`src/rtl/rfsh_pkg.sv`:
```
package rfsh_pkg;

  // Operation applied to the postponement credit counter in one cycle.
  typedef enum logic [1:0] {
    CR_HOLD = 2'd0,
    CR_ADD  = 2'd1,
    CR_SUB  = 2'd2,
    CR_CLR  = 2'd3
  } credit_op_e;

  // Default ceiling on postponed refreshes.
  localparam int DEF_MAX_PEND = 8;

  // Wider of two widths, used to align comparison operands.
  function automatic int wider(input int a, input int b);
    return (a > b) ? a : b;
  endfunction

endpackage

```
`src/rtl/rfsh_interval_timer.sv`:
```
module rfsh_interval_timer #(
  parameter int INTERVAL = 976,
  parameter int CNT_W    = (INTERVAL > 1) ? $clog2(INTERVAL) : 1
) (
  input  logic             clk,
  input  logic             rst_n,
  input  logic             hold,        // sweep mode: phase parked at zero
  output logic             tick,        // last cycle of the interval
  output logic [CNT_W:0]   cycles_left  // INTERVAL - phase
);

  localparam logic [CNT_W-1:0] LAST = CNT_W'(INTERVAL - 1);

  logic [CNT_W-1:0] phase_q;

  assign tick        = !hold && (phase_q == LAST);
  assign cycles_left = (CNT_W + 1)'(INTERVAL) - {1'b0, phase_q};

  always_ff @(posedge clk) begin
    if (!rst_n || hold) begin
      phase_q <= '0;
    end else if (phase_q == LAST) begin
      phase_q <= '0;
    end else begin
      phase_q <= phase_q + CNT_W'(1);
    end
  end

  // the phase never leaves its interval and wraps after a tick.
  p_phase_bound_r2: assert property (@(posedge clk) disable iff (!rst_n)
    cycles_left != '0 && cycles_left <= (CNT_W + 1)'(INTERVAL));

  p_wrap_after_tick_r2: assert property (@(posedge clk) disable iff (!rst_n)
    tick |=> cycles_left == (CNT_W + 1)'(INTERVAL));

endmodule

```
`src/rtl/rfsh_credit.sv`:
```
module rfsh_credit
  import rfsh_pkg::*;
#(
  parameter int MAX_PEND = DEF_MAX_PEND,
  parameter int PW       = $clog2(MAX_PEND + 1)
) (
  input  logic          clk,
  input  logic          rst_n,
  input  logic          clear,   // sweep mode drops all credits
  input  logic          tick,    // interval end
  input  logic          take,    // qualified acknowledge
  output logic [PW-1:0] pend,
  output logic          full
);

  localparam logic [PW-1:0] CEIL = PW'(MAX_PEND);

  logic [PW-1:0] pend_q;
  credit_op_e    op;

  always_comb begin
    op = CR_HOLD;
    if (clear) begin
      op = CR_CLR;
    end else if (tick && take) begin
      // A paired ack and expiry cancel; with nothing owed the ack is void.
      op = (pend_q == '0) ? CR_ADD : CR_HOLD;
    end else if (tick) begin
      op = (pend_q == CEIL) ? CR_HOLD : CR_ADD;
    end else if (take) begin
      op = (pend_q == '0) ? CR_HOLD : CR_SUB;
    end
  end

  always_ff @(posedge clk) begin
    if (!rst_n) begin
      pend_q <= '0;
    end else begin
      unique case (op)
        CR_CLR:  pend_q <= '0;
        CR_ADD:  pend_q <= pend_q + PW'(1);
        CR_SUB:  pend_q <= pend_q - PW'(1);
        default: pend_q <= pend_q;
      endcase
    end
  end

  assign pend = pend_q;
  assign full = (pend_q == CEIL);

  p_no_overflow_r5: assert property (@(posedge clk) disable iff (!rst_n)
    pend_q <= CEIL);

  p_no_underflow_r6: assert property (@(posedge clk) disable iff (!rst_n)
    (pend_q == '0 && take && !tick && !clear) |=> pend_q == '0);

  p_pair_cancels_r7: assert property (@(posedge clk) disable iff (!rst_n)
    (pend_q != '0 && take && tick && !clear) |=> $stable(pend_q));

  p_clear_r8: assert property (@(posedge clk) disable iff (!rst_n)
    clear |=> pend_q == '0);

endmodule

```
`src/rtl/rfsh_catchup.sv`:
```
module rfsh_catchup #(
  parameter int CATCHUP = 8192,
  parameter int CU_W    = $clog2(CATCHUP + 1)
) (
  input  logic clk,
  input  logic rst_n,
  input  logic sweep,
  input  logic ack,
  output logic active
);

  logic            sweep_q;
  logic [CU_W-1:0] owed_q;

  always_ff @(posedge clk) begin
    if (!rst_n) begin
      sweep_q <= 1'b0;
      owed_q  <= '0;
    end else begin
      sweep_q <= sweep;
      if (sweep) begin
        owed_q <= '0;
      end else if (sweep_q) begin
        owed_q <= CU_W'(CATCHUP);
      end else if (ack && owed_q != '0) begin
        owed_q <= owed_q - CU_W'(1);
      end
    end
  end

  assign active = (owed_q != '0);

  p_drain_one_r9: assert property (@(posedge clk) disable iff (!rst_n)
    (active && ack && !sweep && !sweep_q) |=> owed_q == $past(owed_q) - CU_W'(1));

  p_idle_in_sweep_r8: assert property (@(posedge clk) disable iff (!rst_n)
    (sweep && $past(sweep)) |-> !active);

endmodule

```
`src/rtl/rfsh_write_gate.sv`:
```
module rfsh_write_gate
  import rfsh_pkg::*;
#(
  parameter int LW   = 8,
  parameter int BL_W = 8
) (
  input  logic            sweep,
  input  logic            urgent,
  input  logic            catching_up,
  input  logic [LW-1:0]   cycles_left,
  input  logic [BL_W-1:0] burst_len,
  output logic            permit
);

  localparam int CW = wider(LW, BL_W);

  logic [CW-1:0] left_x;
  logic [CW-1:0] burst_x;
  logic          fits;

  assign left_x  = CW'(cycles_left);
  assign burst_x = CW'(burst_len);
  assign fits    = left_x > burst_x;

  always_comb begin
    if (sweep) begin
      permit = 1'b1;
    end else if (urgent || catching_up) begin
      permit = 1'b0;
    end else begin
      permit = fits;
    end
  end

endmodule

```
`src/rtl/rfsh_pacer.sv`:
```
module rfsh_pacer
  import rfsh_pkg::*;
#(
  parameter int RETENTION_CYC = 8000000,
  parameter int REFS_PER_RET  = 8192,
  parameter int MAX_PEND      = DEF_MAX_PEND,
  parameter int CATCHUP       = REFS_PER_RET,
  parameter int BL_W          = 8,
  parameter int PEND_W        = $clog2(MAX_PEND + 1)
) (
  input  logic              clk,
  input  logic              rst_n,
  input  logic [BL_W-1:0]   burst_len,
  input  logic              rfsh_ack,
  input  logic              sweep_mode,
  output logic              rfsh_req,
  output logic              rfsh_urgent,
  output logic              wr_permit,
  output logic [PEND_W-1:0] pend_cnt
);

  localparam int INTERVAL = RETENTION_CYC / REFS_PER_RET;
  localparam int CNT_W    = (INTERVAL > 1) ? $clog2(INTERVAL) : 1;

  logic             tick;
  logic [CNT_W:0]   cycles_left;
  logic             catch_active;
  logic             credit_take;
  logic             ack_live;
  logic             full;
  logic [PEND_W-1:0] pend;

  assign ack_live    = rfsh_ack && !sweep_mode;
  assign credit_take = ack_live && !catch_active;

  rfsh_interval_timer #(.INTERVAL(INTERVAL), .CNT_W(CNT_W)) u_timer (
    .clk(clk), .rst_n(rst_n), .hold(sweep_mode),
    .tick(tick), .cycles_left(cycles_left)
  );

  rfsh_credit #(.MAX_PEND(MAX_PEND), .PW(PEND_W)) u_credit (
    .clk(clk), .rst_n(rst_n), .clear(sweep_mode), .tick(tick),
    .take(credit_take), .pend(pend), .full(full)
  );

  rfsh_catchup #(.CATCHUP(CATCHUP)) u_catch (
    .clk(clk), .rst_n(rst_n), .sweep(sweep_mode), .ack(ack_live),
    .active(catch_active)
  );

  rfsh_write_gate #(.LW(CNT_W + 1), .BL_W(BL_W)) u_gate (
    .sweep(sweep_mode), .urgent(full), .catching_up(catch_active),
    .cycles_left(cycles_left), .burst_len(burst_len), .permit(wr_permit)
  );

  assign pend_cnt    = pend;
  assign rfsh_urgent = full && !sweep_mode;
  assign rfsh_req    = !sweep_mode && (pend != '0 || catch_active);

  p_urgent_implies_req_r5: assert property (@(posedge clk) disable iff (!rst_n)
    rfsh_urgent |-> rfsh_req);

  p_urgent_blocks_write_r5: assert property (@(posedge clk) disable iff (!rst_n)
    rfsh_urgent |-> !wr_permit);

  p_sweep_quiet_r8: assert property (@(posedge clk) disable iff (!rst_n)
    sweep_mode |-> (!rfsh_req && wr_permit));

  p_catchup_req_r9: assert property (@(posedge clk) disable iff (!rst_n)
    $fell(sweep_mode) |=> rfsh_req);

endmodule

```
`config.mk`:
```
export PLATFORM = sky130hd
export DESIGN_NAME = rfsh_pacer
export DESIGN_NICKNAME = d
export VERILOG_FILES = /design/src/rtl/rfsh_pkg.sv /design/src/rtl/rfsh_interval_timer.sv /design/src/rtl/rfsh_credit.sv /design/src/rtl/rfsh_catchup.sv /design/src/rtl/rfsh_write_gate.sv /design/src/rtl/rfsh_pacer.sv
export SDC_FILE = /design/constraint.sdc
export NUM_CORES = 1
export LEC_CHECK = 0
export BUFFER_PORTS_ARGS = -buffer_cell sky130_fd_sc_hd__buf_4
export CELL_PAD_IN_SITES_DETAIL_PLACEMENT = 0
export CELL_PAD_IN_SITES_GLOBAL_PLACEMENT = 1
export CORE_MARGIN = 2
export CORE_UTILIZATION = 48
export CTS_CLUSTER_DIAMETER = 200
export DETAILED_ROUTE_END_ITERATION = 16
export GPL_ROUTABILITY_DRIVEN = 0
export GPL_TIMING_DRIVEN = 0
export PLACE_DENSITY_LB_ADDON = 0.25
export SLEW_MARGIN = 20
export SYNTH_ARGS = -nofsm -noshare
export SYNTH_HDL_FRONTEND = slang
export SYNTH_HIERARCHICAL = 1
export SYNTH_SLANG_ARGS = --single-unit
```
`constraint.sdc`:
```
create_clock -name clk -period 8 [get_ports clk]
set_clock_uncertainty 0.05 [all_clocks]
set_input_delay 0.8 -clock clk [delete_from_list [all_inputs] [get_ports clk]]
set_output_delay 0.8 -clock clk [all_outputs]
set_load 0.02 [all_outputs]
```
==> results.md <==
- CTS tree: built
- Synth Area in XOR/XNOR: 6.32%
- Status: finished clean
- Vias in the first global route: 1684
- EDFF count, synth: 0
- Minimum clock period: 3890 ps
- H-tree Lvls: 2
- Detail Route Antenna Nets: 0
- Hold Path End: u_catch/owed_q[4]
- Worst path arrival time: 4040 ps
- Period utilization: 48.6%
- Synth area leaders: dfxtp_1 28%, ha_1 9.6%, a21oi_1 4.8%
- Top-count cell post-synth: dfxtp_1
- Total Routed Length: 4140 um
- Post-CTS Hold Buffers: 0
- LEAKAGE: 0.929 nW
- Net count after synthesis: 273
- Worst hold path stage count: 2
- Top_reg_cell synth: dfxtp_1
- Setup Viol. Count Final: 0
- Reg clk slew, reported paths: 60 ps
- Mapped Cells: 244
- Slew HR: 53.8%
- Mux share of post-synthesis cell area: 1.93%
- Top cell type's share of synthesized area: 27.9%
- Via/cell ratio: 5.52
- Largest stage delay, worst path: 650 ps
- Commonest cells post-synth: 29 x dfxtp_1, 21 x inv_1, 20 x a21oi_1
- Total number of vias: 1762
- Worst Reg-to-Reg Cells: 13
- Setup CP Type: reg2reg
- Core Box Area: 0.00409 mm2
- Simple-gate share of the synthesized area: 28.8%
- Post-CTS setup buffers: 0
- Fmax: 257 MHz
- Share of post-route cells with drive strength above 1: 19.3%
- Global route overflow: 0
- Worst min path class: reg2reg
- Register area share after synthesis: 27.9%
- Ant. Diodes: 0
- Compound-Gate Fraction of Synth Area: 17.9%
- Syn Area/Cell: 8.52 um2
- DR WL/cell: 13.0 um
- FP Rows: 23
- Nets: 298
- Crit Path Max Fanout: 7
- Setup crit end kind: flop
- Worst setup path start: u_catch/owed_q[0]
- I/O Pins: 19
- DIE AREA: 0.00487 mm2
- Yosys warnings: 6
- Initial core utilization: 50.9%
- Fin Setup TNS: 0 ps
- Final HPWL DP: 3100 um
- Largest family of logic cells by synthesized area: simple AND/OR/NAND/NOR gates
- Worst reg2reg startpoint: u_catch/owed_q[0]
- Number of synthesized register bits: 29
- Total iterations of the first detailed-routing run: 4
- Buffers on Ports: 18
- Total CTS buffers: 5
- FF-to-FF End: u_credit/pend[3]
- Synth Cell Area: 0.00208 mm2
- Post-CTS resize count: 0
- Initial antenna violation count: 0
- Worst IR Drop VDD: 0.0904 mV
- CP Launch Type: flop
- RSZ-0062 raised after global routing: false
- Largest net degree at the start of global routing: 14
- # fillers: 395
- Crit path cell chain: inv_1, ha_1, or4b_2, nor4_2, inv_1, nor2b_4, mux2i_1, a21oi_1, ha_1, ha_1, a211o_1, a211o_1, o211ai_1
- Synth Area in Adders: 10.6%
- Req. time, crit path: 8150 ps
- Final setup margin: 4110 ps
- Dpl ws: 4130 ps
- First-pass GRT wire length: 7350 um
- Cell mode on critical path: ha_1
- Leading area contributor after synthesis: dfxtp_1
- Die Width: 69.8 um
- Final Max Tran Viols: 0
- Fin. Hold Viols: 0
- Area grow syn2layout: 13.7%
- Root Driver: clkbuf_8
- Iter 0 DRT Violations: 112
- Start point of the worst hold path: u_catch/owed_q[4]
- Worst R2R Setup Slack: 4110 ps
- Clock Latency Late Sink: 270 ps
- Remaining DRCs: 0
- Clock buffer depth: 2
- Yosys cell types: 60
- Post-synth ARST share: 0%
- Sink Count: 29
- Slew @ Worst Pin: 691 ps
- Max Cap Viol: 0
- Die Y-Extent: 69.8 um
- CP max stage cell: or4b_2
- PwrDens: 149 mW/mm2
- Total GRT Usage: 18.3%
routing by layer:
metal / vias to the layer above / wire length (um) / global-route usage [%]
li1: 928 / - / -
met5: - / 0 / 0
met1: 803 / 1970 / 23.2
met3: 4 / 157 / 4.51
met4: 0 / 37 / 4.49
met2: 27 / 1970 / 31.0
report_power, final:
part / switching [W] / internal, W / total (W)
Sequential: 0.00000599 / 0.000148 / 0.000154
Combinational: 0.0000395 / 0.0000345 / 0.0000740
Clock: 0.0000548 / 0.0000682 / 0.000123
final cells by class:
class                   instances  area [um2]  area share [%]
clock buffers                   7        86.3            3.65
plain buffers                   8        56.3            2.38
inverters                      21        78.8            3.34
well taps                      50        62.6            2.65
multi-input cells             186        1360            57.7
repair buffers                 18         135            5.72
flip-flops and latches         29         581            24.6
how the worst max path moves through the flow:
stage,endpoint
floorplan,u_credit/pend[3]
global placement,u_credit/pend[3]
detailed placement,u_credit/pend[3]
CTS,u_credit/pend[3]
global route,u_credit/pend[3]
finish,u_credit/pend[3]
cells in the final DEF, fill, tap and decap left out, drive strengths merged, types with 5 or more instances in the layout:
cell type  Yosys  routed
or4            7       7
nor3           9       9
clkbuf         1       8
o21ai         11      11
nand3          9       9
nor2b          5       5
nor4           6       6
xnor2         11      11
nor2          17      17
or3            6       6
buf            7      25
ha            16      16
dfxtp         29      29
inv           21      21
nand2         11      11
a21oi         21      21
sequential cells by signal (all words and copies together) (netlist names):
name	cells
u_catch/sweep_q	1
u_credit/pend	4
u_catch/owed_q	14
u_timer/phase_q	10
critical path: cells and delay by family, from the launching register on:
kind	cells	cell delay [ps]
flip-flops	1	310
buffers and inverters	2	330
multiplexers	1	70
adder cells (fa/ha/maj)	3	800
AO/OA/AOI/OAI	4	880
AND/OR/NAND/NOR	3	1370
logic make-up (layout without fill, tap and decap cells):
family                     count (synthesis)  in the layout
xor gates and xnor gates                  15             15
adders and majority gates                 17             17
and+or+nand+nor                           95             95
AOI/OAI and AO/OA                         55             55
DFF                                       29             29
muxes                                      4              4
buffers and inverters                     29             54
metrics by stage:
stage	power (W)	instance area [um2]	std cells	util, %	hold WS, ps
after floorplan	0.000210	2080	244	-	396
after global placement	0.000231	2280	312	55.7	413
after detailed placement	0.000232	2280	312	55.7	417
after CTS	0.000356	2360	319	57.8	430
after global routing	0.000372	2360	319	57.8	476
final	0.000351	2360	319	57.8	434
No activity file was read; power rests on OpenSTA's default activity.
